## src/rtl/ipi_mbox_pkg.sv

```systemverilog
package ipi_mbox_pkg;

   // Register selector shared by both channels.
   typedef enum logic [1:0] {
      REG_SEND_ONE    = 2'd0,
      REG_SEND_ALLBUT = 2'd1,
      REG_PENDING     = 2'd2,
      REG_OVF_STATUS  = 2'd3
   } ipi_reg_e;

   // Send-word layout: target index in the low field, code above it.
   localparam int TGT_LSB  = 0;
   localparam int TGT_W    = 16;
   localparam int CODE_LSB = TGT_LSB + TGT_W;

endpackage

```

## src/rtl/ipi_mbox_decode.sv

```systemverilog
module ipi_mbox_decode
   import ipi_mbox_pkg::*;
#(
   parameter int N_CPU  = 4,
   parameter int ID_W   = 2,
   parameter int DATA_W = 32,
   localparam int CODE_W = DATA_W - CODE_LSB
) (
   input  logic              wr_en,
   input  logic [ID_W-1:0]   wr_id,
   input  logic [1:0]        wr_addr,
   input  logic [DATA_W-1:0] wr_data,
   input  logic              rd_en,
   input  logic [ID_W-1:0]   rd_id,
   input  logic [1:0]        rd_addr,
   output logic [N_CPU-1:0]  push_mask,
   output logic [N_CPU-1:0]  clr_mask,
   output logic [N_CPU-1:0]  pop_mask,
   output logic [CODE_W-1:0] push_code
);

   logic [TGT_W-1:0] tgt;
   logic             is_one;
   logic             is_allbut;
   logic             is_clr;
   logic             is_pop;

   assign tgt       = wr_data[TGT_LSB +: TGT_W];
   assign push_code = wr_data[CODE_LSB +: CODE_W];
   assign is_one    = wr_en && (wr_addr == REG_SEND_ONE);
   assign is_allbut = wr_en && (wr_addr == REG_SEND_ALLBUT);
   assign is_clr    = wr_en && (wr_addr == REG_PENDING);
   assign is_pop    = rd_en && (rd_addr == REG_PENDING);

   for (genvar k = 0; k < N_CPU; k++) begin : g_lane
      logic hit;
      assign hit          = (tgt == TGT_W'(k));
      assign push_mask[k] = (is_one && hit) || (is_allbut && !hit);
      assign clr_mask[k]  = is_clr && (wr_id == ID_W'(k));
      assign pop_mask[k]  = is_pop && (rd_id == ID_W'(k));
   end

endmodule

```

## src/rtl/ipi_mbox_queue.sv

```systemverilog
module ipi_mbox_queue #(
   parameter int DEPTH  = 8,
   parameter int CODE_W = 16,
   localparam int PTR_W = (DEPTH > 1) ? $clog2(DEPTH) : 1,
   localparam int CNT_W = $clog2(DEPTH + 1)
) (
   input  logic              clk,
   input  logic              rst_n,
   input  logic              push,
   input  logic [CODE_W-1:0] push_code,
   input  logic              pop,
   input  logic              clr,
   output logic [CODE_W-1:0] head,
   output logic              nonempty,
   output logic              ovf
);

   logic [CODE_W-1:0] store [DEPTH];
   logic [PTR_W-1:0]  rd_ptr, wr_ptr;
   logic [PTR_W-1:0]  rd_ptr_inc, wr_ptr_inc;
   logic [CNT_W-1:0]  cnt;

   // Pointer wrap: free for power-of-two depths, compare otherwise.
   if (DEPTH == (1 << PTR_W)) begin : g_wrap_pow2
      assign rd_ptr_inc = rd_ptr + 1'b1;
      assign wr_ptr_inc = wr_ptr + 1'b1;
   end else begin : g_wrap_cmp
      assign rd_ptr_inc = (rd_ptr == PTR_W'(DEPTH - 1)) ? '0 : rd_ptr + 1'b1;
      assign wr_ptr_inc = (wr_ptr == PTR_W'(DEPTH - 1)) ? '0 : wr_ptr + 1'b1;
   end

   // Order inside one cycle: pop, then clear, then push.
   logic             do_pop;
   logic [CNT_W-1:0] cnt_mid;
   logic [PTR_W-1:0] rd_ptr_mid;
   logic             room;
   logic             do_push;
   logic             drop;

   always_comb begin
      do_pop     = pop && (cnt != '0);
      cnt_mid    = cnt - CNT_W'(do_pop);
      rd_ptr_mid = do_pop ? rd_ptr_inc : rd_ptr;
      if (clr) begin
         cnt_mid    = '0;
         rd_ptr_mid = wr_ptr;
      end
      room    = (cnt_mid != CNT_W'(DEPTH));
      do_push = push && room;
      drop    = push && !room;
   end

   always_ff @(posedge clk) begin
      if (!rst_n) begin
         rd_ptr <= '0;
         wr_ptr <= '0;
         cnt    <= '0;
         ovf    <= 1'b0;
      end else begin
         rd_ptr <= rd_ptr_mid;
         wr_ptr <= do_push ? wr_ptr_inc : wr_ptr;
         cnt    <= cnt_mid + CNT_W'(do_push);
         ovf    <= (ovf && !clr) || drop;
      end
   end

   always_ff @(posedge clk) begin
      if (do_push) begin
         store[wr_ptr] <= push_code;
      end
   end

   assign head     = store[rd_ptr];
   assign nonempty = (cnt != '0);

endmodule

```

## src/rtl/ipi_mbox_rd_mux.sv

```systemverilog
module ipi_mbox_rd_mux
   import ipi_mbox_pkg::*;
#(
   parameter int N_CPU  = 4,
   parameter int ID_W   = 2,
   parameter int DATA_W = 32,
   localparam int CODE_W = DATA_W - CODE_LSB
) (
   input  logic [1:0]                   rd_addr,
   input  logic [ID_W-1:0]              rd_id,
   input  logic [N_CPU-1:0][CODE_W-1:0] heads,
   input  logic [N_CPU-1:0]             nonempty,
   input  logic [N_CPU-1:0]             ovf,
   output logic [DATA_W-1:0]            rd_value
);

   logic [CODE_W-1:0] sel_head;
   logic              sel_valid;

   always_comb begin
      sel_head  = '0;
      sel_valid = 1'b0;
      for (int k = 0; k < N_CPU; k++) begin
         if (rd_id == ID_W'(k)) begin
            sel_head  = heads[k];
            sel_valid = nonempty[k];
         end
      end
   end

   always_comb begin
      rd_value = '0;
      unique case (rd_addr)
         REG_PENDING:    rd_value = sel_valid ? DATA_W'(sel_head) : '0;
         REG_OVF_STATUS: rd_value = DATA_W'(ovf);
         default:        rd_value = '0;
      endcase
   end

endmodule

```

## src/rtl/ipi_mbox.sv

```systemverilog
module ipi_mbox
   import ipi_mbox_pkg::*;
#(
   parameter int N_CPU  = 4,
   parameter int DEPTH  = 8,
   parameter int DATA_W = 32,
   localparam int ID_W   = (N_CPU > 1) ? $clog2(N_CPU) : 1,
   localparam int CODE_W = DATA_W - CODE_LSB
) (
   input  logic              clk,
   input  logic              rst_n,
   input  logic              wr_en,
   input  logic [ID_W-1:0]   wr_id,
   input  logic [1:0]        wr_addr,
   input  logic [DATA_W-1:0] wr_data,
   input  logic              rd_en,
   input  logic [ID_W-1:0]   rd_id,
   input  logic [1:0]        rd_addr,
   output logic [DATA_W-1:0] rd_data,
   output logic [N_CPU-1:0]  irq
);

   initial begin
      assert (N_CPU >= 2 && N_CPU <= DATA_W)
         else $error("ipi_mbox: N_CPU must lie in 2..DATA_W");
      assert (DEPTH >= 2)
         else $error("ipi_mbox: DEPTH must be at least 2");
      assert (DATA_W > CODE_LSB)
         else $error("ipi_mbox: DATA_W must leave room for a code field");
   end

   logic [N_CPU-1:0]             push_mask, clr_mask, pop_mask;
   logic [CODE_W-1:0]            push_code;
   logic [N_CPU-1:0][CODE_W-1:0] heads;
   logic [N_CPU-1:0]             nonempty;
   logic [N_CPU-1:0]             ovf_flags;
   logic [DATA_W-1:0]            rd_value;

   ipi_mbox_decode #(
      .N_CPU (N_CPU),
      .ID_W  (ID_W),
      .DATA_W(DATA_W)
   ) u_decode (
      .wr_en    (wr_en),
      .wr_id    (wr_id),
      .wr_addr  (wr_addr),
      .wr_data  (wr_data),
      .rd_en    (rd_en),
      .rd_id    (rd_id),
      .rd_addr  (rd_addr),
      .push_mask(push_mask),
      .clr_mask (clr_mask),
      .pop_mask (pop_mask),
      .push_code(push_code)
   );

   for (genvar k = 0; k < N_CPU; k++) begin : g_q
      ipi_mbox_queue #(
         .DEPTH (DEPTH),
         .CODE_W(CODE_W)
      ) u_queue (
         .clk      (clk),
         .rst_n    (rst_n),
         .push     (push_mask[k]),
         .push_code(push_code),
         .pop      (pop_mask[k]),
         .clr      (clr_mask[k]),
         .head     (heads[k]),
         .nonempty (nonempty[k]),
         .ovf      (ovf_flags[k])
      );
   end

   ipi_mbox_rd_mux #(
      .N_CPU (N_CPU),
      .ID_W  (ID_W),
      .DATA_W(DATA_W)
   ) u_rd_mux (
      .rd_addr (rd_addr),
      .rd_id   (rd_id),
      .heads   (heads),
      .nonempty(nonempty),
      .ovf     (ovf_flags),
      .rd_value(rd_value)
   );

   always_ff @(posedge clk) begin
      if (!rst_n) begin
         rd_data <= '0;
      end else if (rd_en) begin
         rd_data <= rd_value;
      end
   end

   assign irq = nonempty;

endmodule

```

## config.mk

```make
export PLATFORM = sky130hd
export DESIGN_NAME = ipi_mbox
export DESIGN_NICKNAME = d
export VERILOG_FILES = /design/src/rtl/ipi_mbox_pkg.sv /design/src/rtl/ipi_mbox_decode.sv /design/src/rtl/ipi_mbox_queue.sv /design/src/rtl/ipi_mbox_rd_mux.sv /design/src/rtl/ipi_mbox.sv
export SDC_FILE = /design/constraint.sdc
export NUM_CORES = 1
export LEC_CHECK = 0
export ABC_AREA = 0
export BUFFER_PORTS_ARGS = -buffer_cell sky130_fd_sc_hd__buf_2
export CAP_MARGIN = 0
export CELL_PAD_IN_SITES_DETAIL_PLACEMENT = 0
export CELL_PAD_IN_SITES_GLOBAL_PLACEMENT = 1
export CORE_MARGIN = 2
export CORE_UTILIZATION = 31
export DETAILED_ROUTE_END_ITERATION = 8
export PLACE_DENSITY = 0.62
export SYNTH_ARGS = -nofsm -noshare
export SYNTH_HDL_FRONTEND = slang
export SYNTH_SLANG_ARGS = --single-unit
export TNS_END_PERCENT = 20
```

## constraint.sdc

```tcl
create_clock -name clk -period 3.8 [get_ports clk]
set_input_delay 0.19 -clock clk [delete_from_list [all_inputs] [get_ports clk]]
set_output_delay 0.19 -clock clk [all_outputs]
set_load 0.05 [all_outputs]
```

==> metrics.log <==
INFO  metric synthArstFlopShare = 0
INFO  metric post_drt_wl_per_cell = 22.9 um
INFO  metric vias = 12.2k
INFO  metric htree_num_levels = 2
INFO  metric critical_path.startpoint_type = register
INFO  metric die_area = 78700 um2
INFO  metric syn_inst = 1319
INFO  metric drv.max_cap_violation_count = 0
INFO  metric cts_num_sinks = 584
INFO  metric critPathRequiredTime = 4.09 ns
INFO  metric final-max-slew-violation-count = 0
INFO  metric wl = 56500 um
INFO  metric critPathMaxFanout = 16
INFO  metric post-place-cells = 2350
INFO  metric worst-r2r-setup-slack = 0.53 ns
INFO  metric timing_worst_slew_pin_value = 0.901 ns
INFO  metric grt-busiest-layer = met2
INFO  metric number_of_drc_markers_in_iteration_0 = 982
INFO  metric synth.top_cell.area_share = 0.648
INFO  metric finalCoreUtilization = 0.360
INFO  metric stdcell_area = 27300 um2
INFO  metric cp_capture_type = register
INFO  metric postRouteAntennaNets = 0
INFO  metric timing.fmax = 0.306 GHz
INFO  metric avgSynthCellArea = 18.0 um2
INFO  metric power.ir.vdd_worst = 0.376 mV
INFO  metric number_of_register_bits_inferred_by_synthesis = 584
INFO  metric core_region_area = 75800 um2
INFO  metric power_density_normalized_to_cell_area = 495 nW/um2
INFO  metric cts_root_buffer = clkbuf_16
INFO  metric cts_made_buffers = 58
INFO  metric initial_utilization = 0.313
INFO  metric timing.critical_path.buf_inv = 1
INFO  metric most_used_dff_post_synth = edfxtp_1
INFO  metric yosys.area.top_type = edfxtp_1
INFO  metric cp_slowest_cell = or4_4
INFO  metric grt.met2_usage = 0.246
INFO  metric route.detailed.drc = 0
INFO  metric die_height = 281 um
INFO  metric yosys-top-cells-area = edfxtp_1 65%, mux4_2 6.5%, mux2i_1 6.4%, dfxtp_1 6.1%, a22oi_1 1.3%
INFO  metric top_level_pins = 80
INFO  metric timing_worst_setup_path_type = register to register
INFO  metric largest_net_degree_at_the_start_of_global_routing = 38
INFO  metric path_cells = or4_4, and3_1, ha_1, ha_1, xnor2_1, and3_1, and3_1, or3_1, nor2_1, buf_4
INFO  metric post_cts_setup_driven_buffer_insertion_count = 0
INFO  metric final-instance-count-excl-fill = 2464
INFO  metric groute.layer.met1.usage = 0.195
INFO  metric max-clock-path-buffers = 3
INFO  metric setup_repair_after_global_routing_missed_its_margin = no
INFO  metric vias_in_the_first_global_route = 12.6k
INFO  metric min_delay_path_class = input port to register
INFO  metric clock_latency = 0.62 ns
INFO  metric synth.lib_cells_used.distinct = 66
INFO  metric p_leak = 8.70 nW
INFO  metric worst_ep_arrival_time = 3.56 ns
INFO  metric final_period_minus_worst_setup_slack = 3.27 ns
INFO  metric number_of_flops_mapped_to_enable_cells_by_yosys = 512
INFO  metric synth.cell_area = 23700 um2
INFO  metric dp_worst_setup_slack = 0.540 ns
INFO  metric cts_tree = built
INFO  metric fin_worst_skew = 0.0168 ns
INFO  metric gp_congestion = 0.764
INFO  metric global_route.usage.total = 0.145
INFO  metric total_of_fill_cells_in_the_finished_design = 7111
INFO  metric final.period_utilization = 0.861
INFO  metric antenna_violations_before_repair = 2
INFO  metric relSlewSlack = 0.382
INFO  metric design.final.nets = 1498
INFO  metric row_count = 101
INFO  metric worst_setup_hold_path_clk_slew = 0.06 ns
INFO  metric synthToLayoutAreaGrowth = 15.0%
INFO  metric ys_warn_count = 0
INFO  metric status = completed
INFO  metric setup_viol = 0
INFO  metric via_per_inst = 4.96
INFO  metric buffer_ports.inserted = 63
INFO  metric critical-path-top-delay-family = simple AND/OR/NAND/NOR gates
INFO  metric post-dp-hpwl = 36800 um
INFO  metric final_hold_violations = 0
INFO  metric dpl-instance-area = 25300 um2
INFO  metric global_route_total_overflow = 0
INFO  metric sequential_to_total_area_share_from_yosys_stat = 0.709
INFO  metric timing.critical_path.slowest_cell_delay = 0.57 ns
INFO  metric die_w = 281 um
INFO  metric cp_common_cell = and3_1
INFO  metric final.setup.worst_slack = 0.528 ns
INFO  metric post_route_cells_drive_above_1_share = 0.222
INFO  metric grt_pass1_wl = 83400 um
INFO  metric dr.pass1.iters = 5
INFO  metric use_met3 = 0.0222
-- metrics by stage --
stage               hold slack, ns  total power, mW  setup TNS, ns
finish                      0.0302             13.5              0
detailed placement           0.452             7.75              0
global placement             0.458             7.74              0
CTS                        0.00463             13.6              0
global route                0.0370             13.9              0
floorplan                    0.289             7.49          -3.33
-- power by group --
group | internal [mW] | switching (mW) | total (mW) | leakage (nW)
registers | 7.01 | 0.0339 | 7.05 | 5.20
logic | 0.165 | 0.393 | 0.558 | 2.54
clock network | 3.49 | 2.39 | 5.88 | 0.962
-- cell usage after synthesis (11+ instances only) --
cell type    n
a211oi_1    18
a21oi_1     36
a22o_1      23
a22oi_1     41
and3_1      14
buf_2       22
buf_4       33
clkbuf_1    18
dfxtp_1     72
edfxtp_1   512
ha_1        20
inv_1       11
mux2i_1    151
mux4_1      11
mux4_2      68
nand2_1     24
nand2b_1    14
nand3_1     15
nor2_1      54
nor2b_1     13
nor3_1      16
xnor2_1     12
-- area by class of cell --
cell class | count | area [um2] | share of cell area
Antenna cell | 2 | 5.00 | 0.000184
Clock buffer | 87 | 1700 | 0.0625
Clock inverter | 23 | 263 | 0.00964
Inverter | 12 | 45.0 | 0.00165
Multi-Input combinational cell | 654 | 6400 | 0.235
Sequential cell | 584 | 16800 | 0.617
Tap cell | 978 | 1220 | 0.0449
Timing Repair Buffer | 124 | 803 | 0.0295
-- per-layer routing --
layer / vias to the layer above / wire (um)
li1: 5511 / -
met1: 6386 / 25400
met2: 259 / 27900
met3: 71 / 2320
met4: 2 / 932
met5: - / 10
-- flip-flops by register name, summed over array words and instances (netlist names), named ones only --
signal	cells
g_q.u_queue.wr_ptr	12
rd_data	16
g_q.u_queue.rd_ptr	12
g_q.u_queue.store	512
g_q.u_queue.cnt	16
g_q.u_queue.ovf	4
-- cell families (layout without fill, tap and decap cells) --
group,Yosys count,in the layout,share of synthesized area
AO/OA/AOI/OAI,158,158,0.0516
XOR/XNOR,20,20,0.00739
adder cells (fa/ha/maj),20,20,0.0106
buffers and inverters,96,246,0.0251
flip-flops,584,584,0.709
multiplexers,234,234,0.144
other,1,18,0.000158
AND/OR/NAND/NOR,206,206,0.0518
-- cells in the final DEF (no fill, tap or decap), types with 10 or more instances in the layout --
cell,instances
mux4_1,11
edfxtp_1,512
a22oi_1,41
buf_4,57
a22o_1,23
and3_1,14
nand3_1,15
a21oi_1,36
inv_1,11
nor2b_1,12
nand2_1,24
mux4_2,68
nand2b_1,14
nor3_2,10
xnor2_1,12
mux2i_1,151
clkbuf_16,61
clkbuf_1,18
ha_1,20
a211oi_1,18
dfxtp_1,68
buf_2,63
nor3_1,10
nor2_1,54
conb_1,16
-- worst paths after layout --
check,startpoint,to,cells past startpoint
worst max-delay path,g_q[2].u_queue.cnt[1],g_q[2].u_queue.store[4][5],10
worst min-delay path,rd_addr[1],rd_data[3],3
worst max register to register,g_q[2].u_queue.cnt[1],g_q[2].u_queue.store[4][5],10
worst min register to register,rd_data[13],rd_data[13],2
-- worst register-to-register path, cell delays in order, from the launching register on --
cell	delay [ns]
dfxtp_1	0.33
or4_4	0.57
and3_1	0.25
ha_1	0.23
ha_1	0.19
xnor2_1	0.15
and3_1	0.21
and3_1	0.19
or3_1	0.41
nor2_1	0.14
buf_4	0.27
-- timing repair --
action	CTS	global route
hold buffers	2	0
gates resized for setup	0	0
hold endpoints to repair	2	0
No activity file was read; power rests on OpenSTA's default activity.
